<file path="src/rtl/vsf_pkg.sv">
package vsf_pkg;
   typedef enum logic [1:0] {
      SRC_PRI = 2'd0,
      SRC_SEC = 2'd1,
      SRC_BLK = 2'd2
   } src_e;

   localparam logic [1:0] MODE_AUTO  = 2'd0;
   localparam logic [1:0] FORCE_PRI  = 2'd1;
   localparam logic [1:0] FORCE_SEC  = 2'd2;
   localparam logic [1:0] FORCE_BLK  = 2'd3;

   localparam logic [1:0] ADDR_CTRL  = 2'd0;
   localparam logic [1:0] ADDR_BLACK = 2'd1;
   localparam logic [1:0] ADDR_STAT  = 2'd2;
endpackage

</file>
<file path="src/rtl/vsf_regs.sv">
module vsf_regs
   import vsf_pkg::*;
#(
   parameter int unsigned PIX_W      = 8,
   parameter logic [PIX_W-1:0] BLACK_INIT = '0
) (
   input  logic             clk,
   input  logic             rst_n,
   input  logic             we,
   input  logic [1:0]       addr,
   input  logic [PIX_W-1:0] wdata,
   output logic [PIX_W-1:0] rdata,
   input  src_e             cur_src,
   input  logic             pri_lock,
   input  logic             sec_lock,
   output logic [1:0]       mode,
   output logic             man_ret,
   output logic             ret_pend,
   output logic [PIX_W-1:0] black
);
   logic ctrl_wr;
   logic unused_wbits;

   assign ctrl_wr      = we && (addr == ADDR_CTRL);
   assign unused_wbits = ^wdata[PIX_W-1:4];

   always_ff @(posedge clk) begin
      if (!rst_n) begin
         mode     <= MODE_AUTO;
         man_ret  <= 1'b0;
         ret_pend <= 1'b0;
         black    <= BLACK_INIT;
      end else begin
         if (ctrl_wr) begin
            mode    <= wdata[1:0];
            man_ret <= wdata[2];
         end
         if (ctrl_wr && wdata[3])
            ret_pend <= 1'b1;
         else if (cur_src == SRC_PRI)
            ret_pend <= 1'b0;
         if (we && (addr == ADDR_BLACK))
            black <= wdata;
      end
   end

   always_comb begin
      rdata = '0;
      case (addr)
         ADDR_CTRL:  rdata[3:0] = {ret_pend, man_ret, mode};
         ADDR_BLACK: rdata = black;
         ADDR_STAT:  rdata[5:0] = {sec_lock, pri_lock, 2'b00, cur_src};
         default:    rdata = '0;
      endcase
   end
endmodule

</file>
<file path="src/rtl/vsf_sel.sv">
module vsf_sel
   import vsf_pkg::*;
#(
   parameter bit HAS_SECONDARY = 1'b1
) (
   input  logic       clk,
   input  logic       rst_n,
   input  logic       sof,
   input  logic       pri_lock,
   input  logic       sec_lock,
   input  logic [1:0] mode,
   input  logic       man_ret,
   input  logic       ret_pend,
   output src_e       cur_src
);
   logic sec_ok;
   logic pri_allowed;
   src_e nxt;

   assign sec_ok      = HAS_SECONDARY && sec_lock;
   assign pri_allowed = pri_lock && ((cur_src == SRC_PRI) || !man_ret || ret_pend);

   always_comb begin
      nxt = cur_src;
      if (mode != MODE_AUTO) begin
         if (sof) begin
            case (mode)
               FORCE_PRI: nxt = SRC_PRI;
               FORCE_SEC: nxt = HAS_SECONDARY ? SRC_SEC : SRC_BLK;
               default:   nxt = SRC_BLK;
            endcase
         end
      end else if (sof) begin
         if (pri_allowed)  nxt = SRC_PRI;
         else if (sec_ok)  nxt = SRC_SEC;
         else              nxt = SRC_BLK;
      end else if ((cur_src == SRC_PRI) && !pri_lock) begin
         nxt = sec_ok ? SRC_SEC : SRC_BLK;
      end else if ((cur_src == SRC_SEC) && !sec_ok) begin
         nxt = SRC_BLK;
      end
   end

   always_ff @(posedge clk) begin
      if (!rst_n) cur_src <= SRC_BLK;
      else        cur_src <= nxt;
   end
endmodule

</file>
<file path="src/rtl/vsf_pix_mux.sv">
module vsf_pix_mux
   import vsf_pkg::*;
#(
   parameter int unsigned PIX_PER_BEAT = 4,
   parameter int unsigned PIX_W        = 8,
   localparam int unsigned BEAT_W      = PIX_PER_BEAT * PIX_W
) (
   input  logic              clk,
   input  logic              rst_n,
   input  logic              act,
   input  src_e              cur_src,
   input  logic              pri_valid,
   input  logic [BEAT_W-1:0] pri_data,
   input  logic              sec_valid,
   input  logic [BEAT_W-1:0] sec_data,
   input  logic [PIX_W-1:0]  black,
   output logic              out_valid,
   output logic [BEAT_W-1:0] out_data
);
   logic take_pri;
   logic take_sec;

   assign take_pri = (cur_src == SRC_PRI) && pri_valid;
   assign take_sec = (cur_src == SRC_SEC) && sec_valid;

   always_ff @(posedge clk) begin
      if (!rst_n) out_valid <= 1'b0;
      else        out_valid <= act;
   end

   for (genvar i = 0; i < PIX_PER_BEAT; i++) begin : g_lane
      logic [PIX_W-1:0] lane_nxt;
      always_comb begin
         if (take_pri)      lane_nxt = pri_data[i*PIX_W +: PIX_W];
         else if (take_sec) lane_nxt = sec_data[i*PIX_W +: PIX_W];
         else               lane_nxt = black;
      end
      always_ff @(posedge clk) begin
         if (!rst_n)   out_data[i*PIX_W +: PIX_W] <= '0;
         else if (act) out_data[i*PIX_W +: PIX_W] <= lane_nxt;
      end
   end
endmodule

</file>
<file path="src/rtl/vid_src_failover.sv">
module vid_src_failover
   import vsf_pkg::*;
#(
   parameter int unsigned PIX_PER_BEAT  = 4,
   parameter int unsigned PIX_W         = 8,
   parameter bit          HAS_SECONDARY = 1'b1,
   parameter logic [PIX_W-1:0] BLACK_INIT = '0,
   localparam int unsigned BEAT_W       = PIX_PER_BEAT * PIX_W
) (
   input  logic              clk,
   input  logic              rst_n,
   input  logic              ref_sof,
   input  logic              ref_act,
   input  logic              pri_valid,
   input  logic [BEAT_W-1:0] pri_data,
   output logic              pri_ready,
   input  logic              pri_lock,
   input  logic              sec_valid,
   input  logic [BEAT_W-1:0] sec_data,
   output logic              sec_ready,
   input  logic              sec_lock,
   input  logic              cfg_we,
   input  logic [1:0]        cfg_addr,
   input  logic [PIX_W-1:0]  cfg_wdata,
   output logic [PIX_W-1:0]  cfg_rdata,
   output logic              out_valid,
   output logic [BEAT_W-1:0] out_data
);
   if (PIX_PER_BEAT < 1 || PIX_PER_BEAT > 8) begin : g_bad_ppb
      $error("PIX_PER_BEAT must lie in 1..8");
   end
   if (PIX_W < 8) begin : g_bad_pixw
      $error("PIX_W must be at least 8 to hold the status word");
   end

   src_e             cur_src;
   logic [1:0]       ctrl_mode;
   logic             man_ret;
   logic             ret_pend;
   logic [PIX_W-1:0] black_px;
   logic             sec_valid_g;
   logic             sec_lock_g;

   if (HAS_SECONDARY) begin : g_sec
      assign sec_valid_g = sec_valid;
      assign sec_lock_g  = sec_lock;
      assign sec_ready   = ref_act && (cur_src == SRC_SEC);
   end else begin : g_nosec
      logic unused_sec;
      assign unused_sec  = sec_valid ^ sec_lock ^ (^sec_data);
      assign sec_valid_g = 1'b0;
      assign sec_lock_g  = 1'b0;
      assign sec_ready   = 1'b0;
   end

   assign pri_ready = (cur_src != SRC_PRI) || ref_act;

   vsf_regs #(.PIX_W(PIX_W), .BLACK_INIT(BLACK_INIT)) u_regs (
      .clk(clk), .rst_n(rst_n), .we(cfg_we), .addr(cfg_addr),
      .wdata(cfg_wdata), .rdata(cfg_rdata), .cur_src(cur_src),
      .pri_lock(pri_lock), .sec_lock(sec_lock_g), .mode(ctrl_mode),
      .man_ret(man_ret), .ret_pend(ret_pend), .black(black_px)
   );

   vsf_sel #(.HAS_SECONDARY(HAS_SECONDARY)) u_sel (
      .clk(clk), .rst_n(rst_n), .sof(ref_sof), .pri_lock(pri_lock),
      .sec_lock(sec_lock_g), .mode(ctrl_mode), .man_ret(man_ret),
      .ret_pend(ret_pend), .cur_src(cur_src)
   );

   vsf_pix_mux #(.PIX_PER_BEAT(PIX_PER_BEAT), .PIX_W(PIX_W)) u_mux (
      .clk(clk), .rst_n(rst_n), .act(ref_act), .cur_src(cur_src),
      .pri_valid(pri_valid), .pri_data(pri_data),
      .sec_valid(sec_valid_g), .sec_data(sec_data),
      .black(black_px), .out_valid(out_valid), .out_data(out_data)
   );
endmodule

</file>
<file path="config.mk">
export PLATFORM = sky130hd
export DESIGN_NAME = vid_src_failover
export DESIGN_NICKNAME = d
export VERILOG_FILES = /design/src/rtl/vsf_pkg.sv /design/src/rtl/vsf_regs.sv /design/src/rtl/vsf_sel.sv /design/src/rtl/vsf_pix_mux.sv /design/src/rtl/vid_src_failover.sv
export SDC_FILE = /design/constraint.sdc
export NUM_CORES = 1
export LEC_CHECK = 0
export ABC_AREA = 0
export BUFFER_PORTS_ARGS = -buffer_cell sky130_fd_sc_hd__buf_2
export CORE_MARGIN = 2
export CORE_UTILIZATION = 48
export CTS_BUF_LIST = sky130_fd_sc_hd__clkbuf_2 sky130_fd_sc_hd__clkbuf_4 sky130_fd_sc_hd__clkbuf_8
export CTS_CLUSTER_SIZE = 25
export DETAILED_ROUTE_END_ITERATION = 10
export PLACE_DENSITY = 0.93
export SYNTH_ARGS = -nofsm -noshare
export SYNTH_HDL_FRONTEND = slang
export SYNTH_SLANG_ARGS = --single-unit
</file>
<file path="constraint.sdc">
create_clock -name clk -period 1.8 [get_ports clk]
set_input_delay 0.09 -clock clk [delete_from_list [all_inputs] [get_ports clk]]
set_output_delay 0.09 -clock clk [all_outputs]
set_load 0.03 [all_outputs]
</file>
==> results of run 1 <==
-- routing by layer --
metal | up-vias | GRT usage | wire length [um]
met3 | 20 | 0.04368 | 722
li1 | 1402 | - | -
met1 | 1343 | 0.3257 | 3168
met5 | - | 0 | 0
met4 | 0 | 0.09123 | 190
met2 | 177 | 0.4319 | 3737
-- area by class of cell --
cell class / instances / share of cell area
repair buffers: 129 / 0.1944
well taps: 70 / 0.02597
flip-flops and latches: 47 / 0.2790
inverters: 8 / 0.008905
clock buffers: 6 / 0.02449
clock inverters: 2 / 0.004824
multi-input cells: 248 / 0.4623
-- stage by stage --
stage / hold WS, ns / utilization / power (uW) / setup WS, ns / area (sq um)
final: 0.04351 / 0.6478 / 2304 / 0.2512 / 3372
after global routing: 0.04468 / 0.6478 / 2407 / 0.1656 / 3372
after CTS: 0.04247 / 0.6478 / 2305 / 0.2486 / 3372
after detailed placement: 0.3660 / 0.6288 / 1641 / 0.2983 / 3273
after global placement: 0.3548 / 0.6288 / 1629 / 0.3602 / 3273
after floorplan: 0.2438 / - / 1453 / 0.4269 / 2634
-- flip-flops by register name (all words and copies together) (netlist names) --
name	count
u_regs.black	8
u_regs.ret_pend	1
u_regs.mode	2
u_mux.out_valid	1
u_regs.man_ret	1
u_mux.out_data	32
u_sel.cur_src	2
-- placed cells by master (no fill, tap or decap), types with 12 or more instances in the layout --
cell	netlist	final
nand2_1	21	21
a32o_1	25	25
buf_2	10	125
nand2b_1	26	26
nor2_1	38	38
nand3_1	12	12
dfxtp_1	47	47
o21ai_0	34	34
a21boi_0	12	12
nor2_2	15	15
-- kinds of logic after synthesis --
logic type               synth area share
AO/OA/AOI/OAI                      0.3116
adder cells (fa/ha/maj)           0.02850
flip-flops                         0.3572
buffers and inverters             0.05178
multiplexers                     0.003801
AND/OR/NAND/NOR                    0.2470
-- power by group through the flow --
stage | sequential (uW) | clock [uW] | combinational [uW]
CTS | 1120 | 687 | 499
global route | 1130 | 732 | 548
floorplan | 1190 | 0 | 262
finish | 1120 | 681 | 502
global placement | 1140 | 0 | 487
detailed placement | 1140 | 0 | 497
-- path summary, 6_finish.rpt --
path	start	endpoint	slack (ns)	cells after the start
max	u_sel.cur_src[0]	cfg_rdata[0]	0.25	4
min	cfg_wdata[6]	u_regs.black[6]	0.04	3
max reg2reg	u_sel.cur_src[1]	u_mux.out_data[28]	0.28	4
min reg2reg	u_mux.out_data[6]	u_mux.out_data[6]	0.45	2
-- synth_stat cells, types with 2 or more instances --
cell | n | area (sq um)
a21boi_0 | 12 | 90.09
nor2_2 | 15 | 93.84
inv_1 | 8 | 30.03
a22oi_1 | 4 | 30.03
a32o_1 | 25 | 250.2
o21ai_0 | 34 | 170.2
clkbuf_1 | 11 | 41.29
nand2b_1 | 26 | 162.7
nor2b_1 | 3 | 18.77
nor3_1 | 2 | 10.01
nand2_1 | 21 | 78.83
buf_4 | 2 | 15.01
o21a_1 | 7 | 52.55
buf_2 | 10 | 50.05
o21ai_1 | 7 | 35.03
and2_1 | 2 | 12.51
nor2_1 | 38 | 142.6
ha_1 | 6 | 75.07
a222oi_1 | 2 | 20.02
nor2_4 | 2 | 22.52
o22ai_1 | 7 | 43.79
nand3_1 | 12 | 60.06
dfxtp_1 | 47 | 940.9
a21oi_1 | 2 | 10.01
o221ai_1 | 8 | 70.07
-- worst register-to-register path, delay by kind of cell (launching register included) --
| kind | cells | cell delay (ns) |
|---|---|---|
| compound gates | 1 | 0.28 |
| flops | 1 | 0.40 |
| simple gates | 3 | 0.75 |
==> impl_results.rst, run 1 <==
.. list-table::
   :header-rows: 1

   * - Metric
     - Value
   * - Status
     - completed
   * - Number of sinks handled by clock tree synthesis
     - 47
   * - Area occupied by multi-input gates
     - 0.001559 sq mm
   * - Capturing element type of the critical path
     - primary output
   * - Fraction of power spent switching nets
     - 0.3061
   * - Dpl cells
     - 502
   * - Worst min-delay path category
     - in2reg
   * - Flip-flop and latch area
     - 940.9 sq um
   * - Leakage power summed over all cells
     - 0.001466 uW
   * - Vias per cell
     - 5.769
   * - Total gr overflow
     - 0
   * - Per-cell routed wire length
     - 15.33 um
   * - Count of flip-flops with a built-in enable after synthesis
     - 0
   * - Max-cap viol count
     - 0
   * - Area growth from synthesis to final layout
     - 28.03%
   * - Portion of total power attributed to sequential cells
     - 0.486
   * - Buffers inserted during post-CTS setup optimization
     - 0
   * - Drc violations
     - 0
   * - Number of top-level pins
     - 126
   * - NetSw
     - 705.1 uW
   * - Pwr Density
     - 683.2 mW/mm^2
   * - Final worst-path cycle share
     - 0.8605
   * - Number of diodes
     - 0
   * - Per-instance average area after synthesis
     - 8.079 sq um
   * - Post-CTS Resized
     - 0
   * - Post-layout min period
     - 1.549 ns
   * - Int Pwr
     - 1599 uW
   * - Number of buffers inserted for hold repair after clock tree synthesis
     - 0
   * - Clock tree from TritonCTS
     - built
   * - Max transition margin
     - 0.6651
   * - Count of pins over their slew limit
     - 0
   * - Final setup vio count
     - 0
   * - Mapped Cells
     - 326
   * - Cell area after technology mapping
     - 0.002634 sq mm
   * - Std cell rows
     - 26
   * - Total buffers and inverters traversed by the critical path
     - 2
   * - Post-synthesis net count
     - 415
   * - Die span in x
     - 78.08 um
   * - RD Place Congestion
     - 0.9359
   * - Clock tree buffer depth
     - 2
   * - Effective utilization at floorplan
     - 0.5060
   * - Arrival time at the worst endpoint
     - 1.46 ns
   * - Via count of the first global-routing pass
     - 2786
   * - Clk_skew
     - 0.004813 ns
   * - Critical Path Start Type
     - register
   * - Cell at the slowest stage of the critical path
     - dfxtp_1
   * - Number of CTS-inserted buffers
     - 5
   * - Overall fraction of global-route tracks in use
     - 0.2546
   * - Slew @ Worst Pin
     - 0.5024 ns
   * - Worst path top cell family by delay
     - buffers and inverters
   * - Post-route ant nets
     - 0
   * - Share of post-route cells with drive strength above 1
     - 0.3591
   * - Unrepaired setup endpoints after global routing
     - false
   * - Via total after detailed routing
     - 2942
   * - Clock slew at the register clock pins of the worst setup and hold paths
     - 0.09 ns
   * - Setup CP Type
     - reg2out
   * - Worst supply voltage drop on vdd
     - 0.0003611 V
   * - Final hold violation count
     - 0
   * - Cell breakdown of the critical path
     - buf_4 > a222oi_1 > nor2_1 > buf_2
   * - Sequential cell area fraction in the yosys report
     - 0.3572
   * - Area inside the core boundary
     - 0.005205 sq mm
   * - Fmax achieved
     - 645.7 MHz
   * - Number of antenna violations at the first check in global routing
     - 0
   * - Proportion of synthesized flip-flops having asynchronous set or reset
     - 0
   * - First-pass detailed-route iteration total
     - 5
   * - Die span in y
     - 78.08 um
   * - Layout fillers
     - 470
   * - Cell chosen for the clock root
     - clkbuf_8
   * - DP Wirelength
     - 5735 um
   * - Number of levels the H-tree was split into
     - 2
   * - Clock network power share
     - 0.296
   * - Count of synthesis-stage warnings from yosys
     - 0
   * - FF+latch count, synth
     - 47
   * - Die outline area
     - 0.006096 sq mm
   * - Count of buffers inserted at the top-level ports
     - 125
   * - Data required time at the worst endpoint
     - 1.71 ns
   * - Setup Total Neg Slack
     - 0 ns
   * - Count of different cell masters after synthesis
     - 38
   * - Pin count of the biggest net entering global routing
     - 33
   * - Wire length of the first global-routing pass
     - 12670 um
   * - First DRT Iteration DRCs
     - 154
   * - Critical path fanouts, max
     - 29
   * - Synth Flop Type
     - dfxtp_1
   * - Filler-free cell count of the finished design
     - 510
   * - Gate power share
     - 0.218
   * - Critical path's largest stage delay
     - 0.43 ns
   * - Final net count
     - 528
   * - Total wire length after detailed routing
     - 7818 um
   * - Latest clock arrival within the worst-skew pair
     - 0.30 ns
Power figures use the tool's default switching activity.
==> run 2: changes to the inputs <==
--- a/config.mk
+++ b/config.mk
@@ -8,11 +8,11 @@
 export ABC_AREA = 0
 export BUFFER_PORTS_ARGS = -buffer_cell sky130_fd_sc_hd__buf_2
 export CORE_MARGIN = 2
-export CORE_UTILIZATION = 48
+export CORE_UTILIZATION = 40
 export CTS_BUF_LIST = sky130_fd_sc_hd__clkbuf_2 sky130_fd_sc_hd__clkbuf_4 sky130_fd_sc_hd__clkbuf_8
 export CTS_CLUSTER_SIZE = 25
 export DETAILED_ROUTE_END_ITERATION = 10
-export PLACE_DENSITY = 0.93
+export PLACE_DENSITY = 0.81
 export SYNTH_ARGS = -nofsm -noshare
 export SYNTH_HDL_FRONTEND = slang
 export SYNTH_SLANG_ARGS = --single-unit
==> run 2 against run 1 <==
Effect of this change:
- register-to-register slack lost 0.04 ns
- cell count grew 1.4%
- worst setup slack lost 0.047 ns
- non-clock buffer count is the same
- combinational power is essentially flat
- sequential power is essentially flat
- clock power grew 19%
==> impl_results.rst, run 2 (synthesis results as in run 1) <==
.. list-table::
   :header-rows: 1

   * - Metric
     - Value
   * - Critical path's largest stage delay
     - 0.52 ns
   * - Count of buffers inserted at the top-level ports
     - 125
   * - Max-cap viol count
     - 0
   * - DP Wirelength
     - 5860 um
   * - Max FFs per register
     - 32
   * - Leakage power summed over all cells
     - 0.001473 uW
   * - Area inside the core boundary
     - 0.006350 sq mm
   * - Vias per cell
     - 5.662
   * - Number of levels the H-tree was split into
     - 2
   * - Clock tree from TritonCTS
     - built
   * - Post-route ant nets
     - 0
   * - Final hold violation count
     - 0
   * - Count of pins over their slew limit
     - 0
   * - Total wire length after detailed routing
     - 8076 um
   * - Capturing element type of the critical path
     - primary output
   * - RD Place Congestion
     - 0.8202
   * - Number of top-level pins
     - 126
   * - Cell breakdown of the critical path
     - inv_1 > and3_1 > buf_2
   * - Latest clock arrival within the worst-skew pair
     - 0.31 ns
   * - Clock network power share
     - 0.332
   * - Setup CP Type
     - reg2out
   * - Pwr Density
     - 716.3 mW/mm^2
   * - Total buffers and inverters traversed by the critical path
     - 2
   * - Number of antenna violations at the first check in global routing
     - 0
   * - Number of buffers inserted for hold repair after clock tree synthesis
     - 0
   * - Filler-free cell count of the finished design
     - 517
   * - Drc violations
     - 0
   * - WL met3
     - 700 um
   * - Clock tree buffer depth
     - 2
   * - Unrepaired setup endpoints after global routing
     - false
   * - Per-cell routed wire length
     - 15.62 um
   * - Wire length of the first global-routing pass
     - 12770 um
   * - NetSw
     - 729.8 uW
   * - Final design instance area without fill
     - 0.003397 sq mm
   * - Cell at the slowest stage of the critical path
     - dfxtp_1
   * - Area growth from synthesis to final layout
     - 28.98%
   * - Status
     - completed
   * - Final setup vio count
     - 0
   * - Worst supply voltage drop on vdd
     - 0.0004154 V
   * - Die span in y
     - 85.15 um
   * - Gate power share
     - 0.206
   * - Total gr overflow
     - 0
   * - Max transition margin
     - 0.6361
   * - Fraction of power spent switching nets
     - 0.2999
   * - Final net count
     - 528
   * - Critical Path Start Type
     - register
   * - Via total after detailed routing
     - 2927
   * - Number of CTS-inserted buffers
     - 5
   * - Cell chosen for the clock root
     - clkbuf_8
   * - Via count of the first global-routing pass
     - 2804
   * - Data required time at the worst endpoint
     - 1.71 ns
   * - Top layer used by detailed routing
     - met4
   * - Worst min-delay path category
     - in2reg
   * - Worst reg-to-reg setup slack
     - 0.24 ns
   * - Buffers inserted during post-CTS setup optimization
     - 0
   * - Met1 Routed Length
     - 3197 um
   * - Int Pwr
     - 1703 uW
   * - Share of post-route cells with drive strength above 1
     - 0.3591
   * - Number of diodes
     - 0
   * - Register with the most flip-flops
     - u_mux.out_data
   * - Dpl cells
     - 509
   * - Fmax achieved
     - 626.6 MHz
   * - Clk_skew
     - 0.009608 ns
   * - Die outline area
     - 0.007250 sq mm
   * - First-pass detailed-route iteration total
     - 5
   * - Clock slew at the register clock pins of the worst setup and hold paths
     - 0.09 ns
   * - Critical path fanouts, max
     - 10
   * - Post-CTS Resized
     - 0
   * - Slew @ Worst Pin
     - 0.5458 ns
   * - Worst path top cell family by delay
     - flip-flops
   * - Top library cells by usage in the layout, fill and taps aside
     - buf_2, dfxtp_1, nor2_1
   * - Number of sinks handled by clock tree synthesis
     - 47
   * - Die span in x
     - 85.15 um
   * - Pin count of the biggest net entering global routing
     - 33
   * - First DRT Iteration DRCs
     - 198
   * - Post-layout min period
     - 1.596 ns
   * - Effective utilization at floorplan
     - 0.4148
   * - Area post-placement
     - 0.003282 sq mm
   * - Largest registers
     - u_mux.out_data x32, u_regs.black x8
   * - Worst Slack Setup Final
     - 0.2041 ns
   * - Arrival time at the worst endpoint
     - 1.51 ns
   * - Overall fraction of global-route tracks in use
     - 0.2178
   * - DR WL met2
     - 4016 um
   * - Commonest non-fill, non-tap cell in the layout
     - buf_2
   * - Std cell rows
     - 29
   * - Setup Total Neg Slack
     - 0 ns
   * - Worst setup timing slack at the placement stage
     - 0.2386 ns
   * - Final hold slack
     - 0.03320 ns
   * - Final worst-path cycle share
     - 0.8866
   * - Portion of total power attributed to sequential cells
     - 0.462
==> run 2: changes by cell type in the layout (fill, tap and decap cells not counted) <==
| cell | delta |
|---|---|
| bufinv_16 | +1 |
| clkinv_4 | -1 |
| inv_6 | +1 |
| clkbuf_8 | -1 |
==> run 2: routing by layer <==
layer,GRT usage,vias to the layer above
met2,0.3913,157
li1,-,1405
met5,0,-
met1,0.2586,1346
met4,0.07504,0
met3,0.04086,19
==> run 2: worst register-to-register path: cells and delay by family (launching register included) <==
kind,cells,cell delay (ns)
compound gates,2,0.73
flops,1,0.55
simple gates,2,0.23
==> run 2: stage by stage <==
stage               total power (uW)  utilization
floorplan                       1453            -
global placement                1634       0.5168
detailed placement              1646       0.5168
CTS                             2447       0.5350
global route                    2547       0.5350
finish                          2433       0.5350
==> run 2: cell type report <==
class,instances,area (sq um)
inverters,8,30.03
clock buffers,5,68.82
well taps,77,96.34
clock inverters,3,46.29
multi-input cells,248,1559
flip-flops and latches,47,940.9
fillers,622,2953
repair buffers,129,655.6
==> run 2: worst paths after layout <==
check,startpoint,depth (start not counted),endpoint
setup / recovery,u_sel.cur_src[1],3,sec_ready
setup reg to reg,u_sel.cur_src[0],4,u_mux.out_data[18]
hold reg to reg,u_mux.out_data[5],2,u_mux.out_data[5]
hold / removal,cfg_wdata[5],3,u_regs.black[5]
==> run 2: power by group through the flow <==
stage / logic [uW] / clock network [uW] / registers (uW)
6_report: 501 / 808 / 1120
5_1_grt: 546 / 871 / 1130
4_1_cts: 501 / 823 / 1120
3_5_place_dp: 497 / 0 / 1150
3_3_place_gp: 488 / 0 / 1150
2_1_floorplan: 262 / 0 / 1190
==> run 3: changes to the inputs <==
--- a/config.mk
+++ b/config.mk
@@ -6,13 +6,14 @@
 export NUM_CORES = 1
 export LEC_CHECK = 0
 export ABC_AREA = 0
+export ABC_CLOCK_PERIOD_IN_PS = 1800
 export BUFFER_PORTS_ARGS = -buffer_cell sky130_fd_sc_hd__buf_2
 export CORE_MARGIN = 2
-export CORE_UTILIZATION = 40
+export CORE_UTILIZATION = 23
 export CTS_BUF_LIST = sky130_fd_sc_hd__clkbuf_2 sky130_fd_sc_hd__clkbuf_4 sky130_fd_sc_hd__clkbuf_8
 export CTS_CLUSTER_SIZE = 25
 export DETAILED_ROUTE_END_ITERATION = 10
-export PLACE_DENSITY = 0.81
+export PLACE_DENSITY = 0.56
 export SYNTH_ARGS = -nofsm -noshare
 export SYNTH_HDL_FRONTEND = slang
 export SYNTH_SLANG_ARGS = --single-unit
==> run 3 against run 2 <==
Effect of this change:
- via count is 0.92% lower
- worst setup slack better by 0.0073 ns
- flip-flop and latch count unchanged
==> impl_results.rst, run 3 (synthesis results as in run 1) <==
.. list-table::
   :header-rows: 1

   * - Metric
     - Value
   * - Critical path fanouts, max
     - 10
   * - NetSw
     - 724.2 uW
   * - Cell breakdown of the critical path
     - inv_1 > and3_1 > buf_2
   * - Drc violations
     - 0
   * - Pwr Density
     - 658.7 mW/mm^2
   * - Buffers inserted during post-CTS setup optimization
     - 0
   * - Number of top-level pins
     - 126
   * - Number of antenna violations at the first check in global routing
     - 1
   * - Overall fraction of global-route tracks in use
     - 0.1493
   * - Total buffers and inverters traversed by the critical path
     - 2
   * - Post-route ant nets
     - 0
   * - Clock tree from TritonCTS
     - built
   * - Effective utilization at floorplan
     - 0.2337
   * - Arrival time at the worst endpoint
     - 1.50 ns
   * - Per-cell routed wire length
     - 15.88 um
   * - Max FFs per register
     - 32
   * - Final setup vio count
     - 0
   * - Leakage power summed over all cells
     - 0.001487 uW
   * - Total wire length after detailed routing
     - 9338 um
   * - Total gr overflow
     - 0
   * - Number of sinks handled by clock tree synthesis
     - 47
   * - First-pass detailed-route iteration total
     - 4
   * - Critical Path Start Type
     - register
   * - Top library cells by usage in the layout, fill and taps aside
     - buf_2, dfxtp_1, nor2_1
   * - Via total after detailed routing
     - 2900
   * - Post-CTS Resized
     - 0
   * - Clock network power share
     - 0.287
   * - Area inside the core boundary
     - 0.01127 sq mm
   * - Number of buffers inserted for hold repair after clock tree synthesis
     - 0
   * - Latest clock arrival within the worst-skew pair
     - 0.30 ns
   * - Largest registers
     - u_mux.out_data x32, u_regs.black x8
   * - Final hold violation count
     - 0
   * - Status
     - completed
   * - Commonest non-fill, non-tap cell in the layout
     - buf_2
   * - Layout fillers
     - 1232
   * - First DRT Iteration DRCs
     - 241
   * - Std cell rows
     - 39
   * - Register with the most flip-flops
     - u_mux.out_data
   * - RD Place Congestion
     - 0.8334
   * - Count of pins over their slew limit
     - 0
   * - Max-cap viol count
     - 0
   * - Final worst-path cycle share
     - 0.8825
   * - Die span in y
     - 111.0 um
   * - Capturing element type of the critical path
     - primary output
   * - Vias per cell
     - 4.932
   * - Clock tree buffer depth
     - 2
   * - Worst min-delay path category
     - in2reg
   * - Clock slew at the register clock pins of the worst setup and hold paths
     - 0.09 ns
   * - Count of buffers inserted at the top-level ports
     - 125
   * - Worst path top cell family by delay
     - flip-flops
   * - Final net count
     - 532
   * - Wire length of the first global-routing pass
     - 14880 um
   * - Clk_skew
     - 0.01114 ns
   * - Setup Total Neg Slack
     - 0 ns
   * - Max transition margin
     - 0.6180
   * - DP Wirelength
     - 6945 um
   * - Fmax achieved
     - 629.5 MHz
   * - Via count of the first global-routing pass
     - 2908
   * - Fraction of power spent switching nets
     - 0.3143
   * - Number of levels the H-tree was split into
     - 2
   * - Die span in x
     - 111.0 um
   * - Portion of total power attributed to sequential cells
     - 0.487
   * - Int Pwr
     - 1580 uW
   * - Die outline area
     - 0.01232 sq mm
   * - Cell at the slowest stage of the critical path
     - dfxtp_1
   * - Number of CTS-inserted buffers
     - 5
   * - Share of post-route cells with drive strength above 1
     - 0.3649
   * - Setup CP Type
     - reg2out
   * - Data required time at the worst endpoint
     - 1.71 ns
   * - Gate power share
     - 0.226
   * - Area growth from synthesis to final layout
     - 32.83%
   * - Pin count of the biggest net entering global routing
     - 33
   * - Worst supply voltage drop on vdd
     - 0.0002760 V
   * - Final hold slack
     - 0.04522 ns
   * - Critical path's largest stage delay
     - 0.52 ns
   * - Post-layout min period
     - 1.589 ns
   * - Cell chosen for the clock root
     - clkbuf_8
   * - Slew @ Worst Pin
     - 0.5730 ns
   * - Unrepaired setup endpoints after global routing
     - false
## run 3: cell type report
cell class,instances,area (sq um),share of cell area
repair buffers,133,698.2,0.1996
flip-flops and latches,47,940.9,0.2690
well taps,143,178.9,0.05114
diodes,1,2.502,0.0007153
multi-input cells,248,1559,0.4456
clock buffers,6,76.32,0.02182
clock inverters,2,12.51,0.003577
inverters,8,30.03,0.008584
## run 3: worst register-to-register path: cells and delay by family (launching register included)
kind	cells	cell delay, ns
compound gates	2	0.82
flops	1	0.41
simple gates	2	0.22
## run 3: power by group through the flow
stage	Sequential (uW)	Clock [uW]	Combinational, uW
floorplan	1190	0	262
global placement	1150	0	517
detailed placement	1150	0	522
CTS	1120	704	524
global route	1130	747	572
finish	1120	662	520
## run 3: stage by stage
stage	area [sq um]	instances	util	worst slack, ns	power [uW]
after floorplan	2634	326	-	0.4269	1453
after global placement	3407	579	0.3023	0.3505	1663
after detailed placement	3407	579	0.3023	0.3088	1670
after CTS	3496	587	0.3101	0.2071	2351
after global routing	3496	587	0.3101	0.1201	2447
final	3498	588	0.3104	0.2115	2304
## run 3: worst paths after layout
kind | start | endpoint | slack, ns | depth (start not counted)
max | u_sel.cur_src[1] | sec_ready | 0.21 | 3
min reg2reg | u_mux.out_data[6] | u_mux.out_data[6] | 0.45 | 2
min | cfg_wdata[6] | u_regs.black[6] | 0.05 | 3
max reg2reg | u_sel.cur_src[1] | u_mux.out_data[29] | 0.30 | 4
## run 3: per-layer routing
layer,GRT usage,routed length (um),vias up
li1,-,-,1414
met1,0.1951,4248,1370
met2,0.2499,4330,110
met3,0.03991,680,6
met4,0.02881,78,0
met5,0,0,-
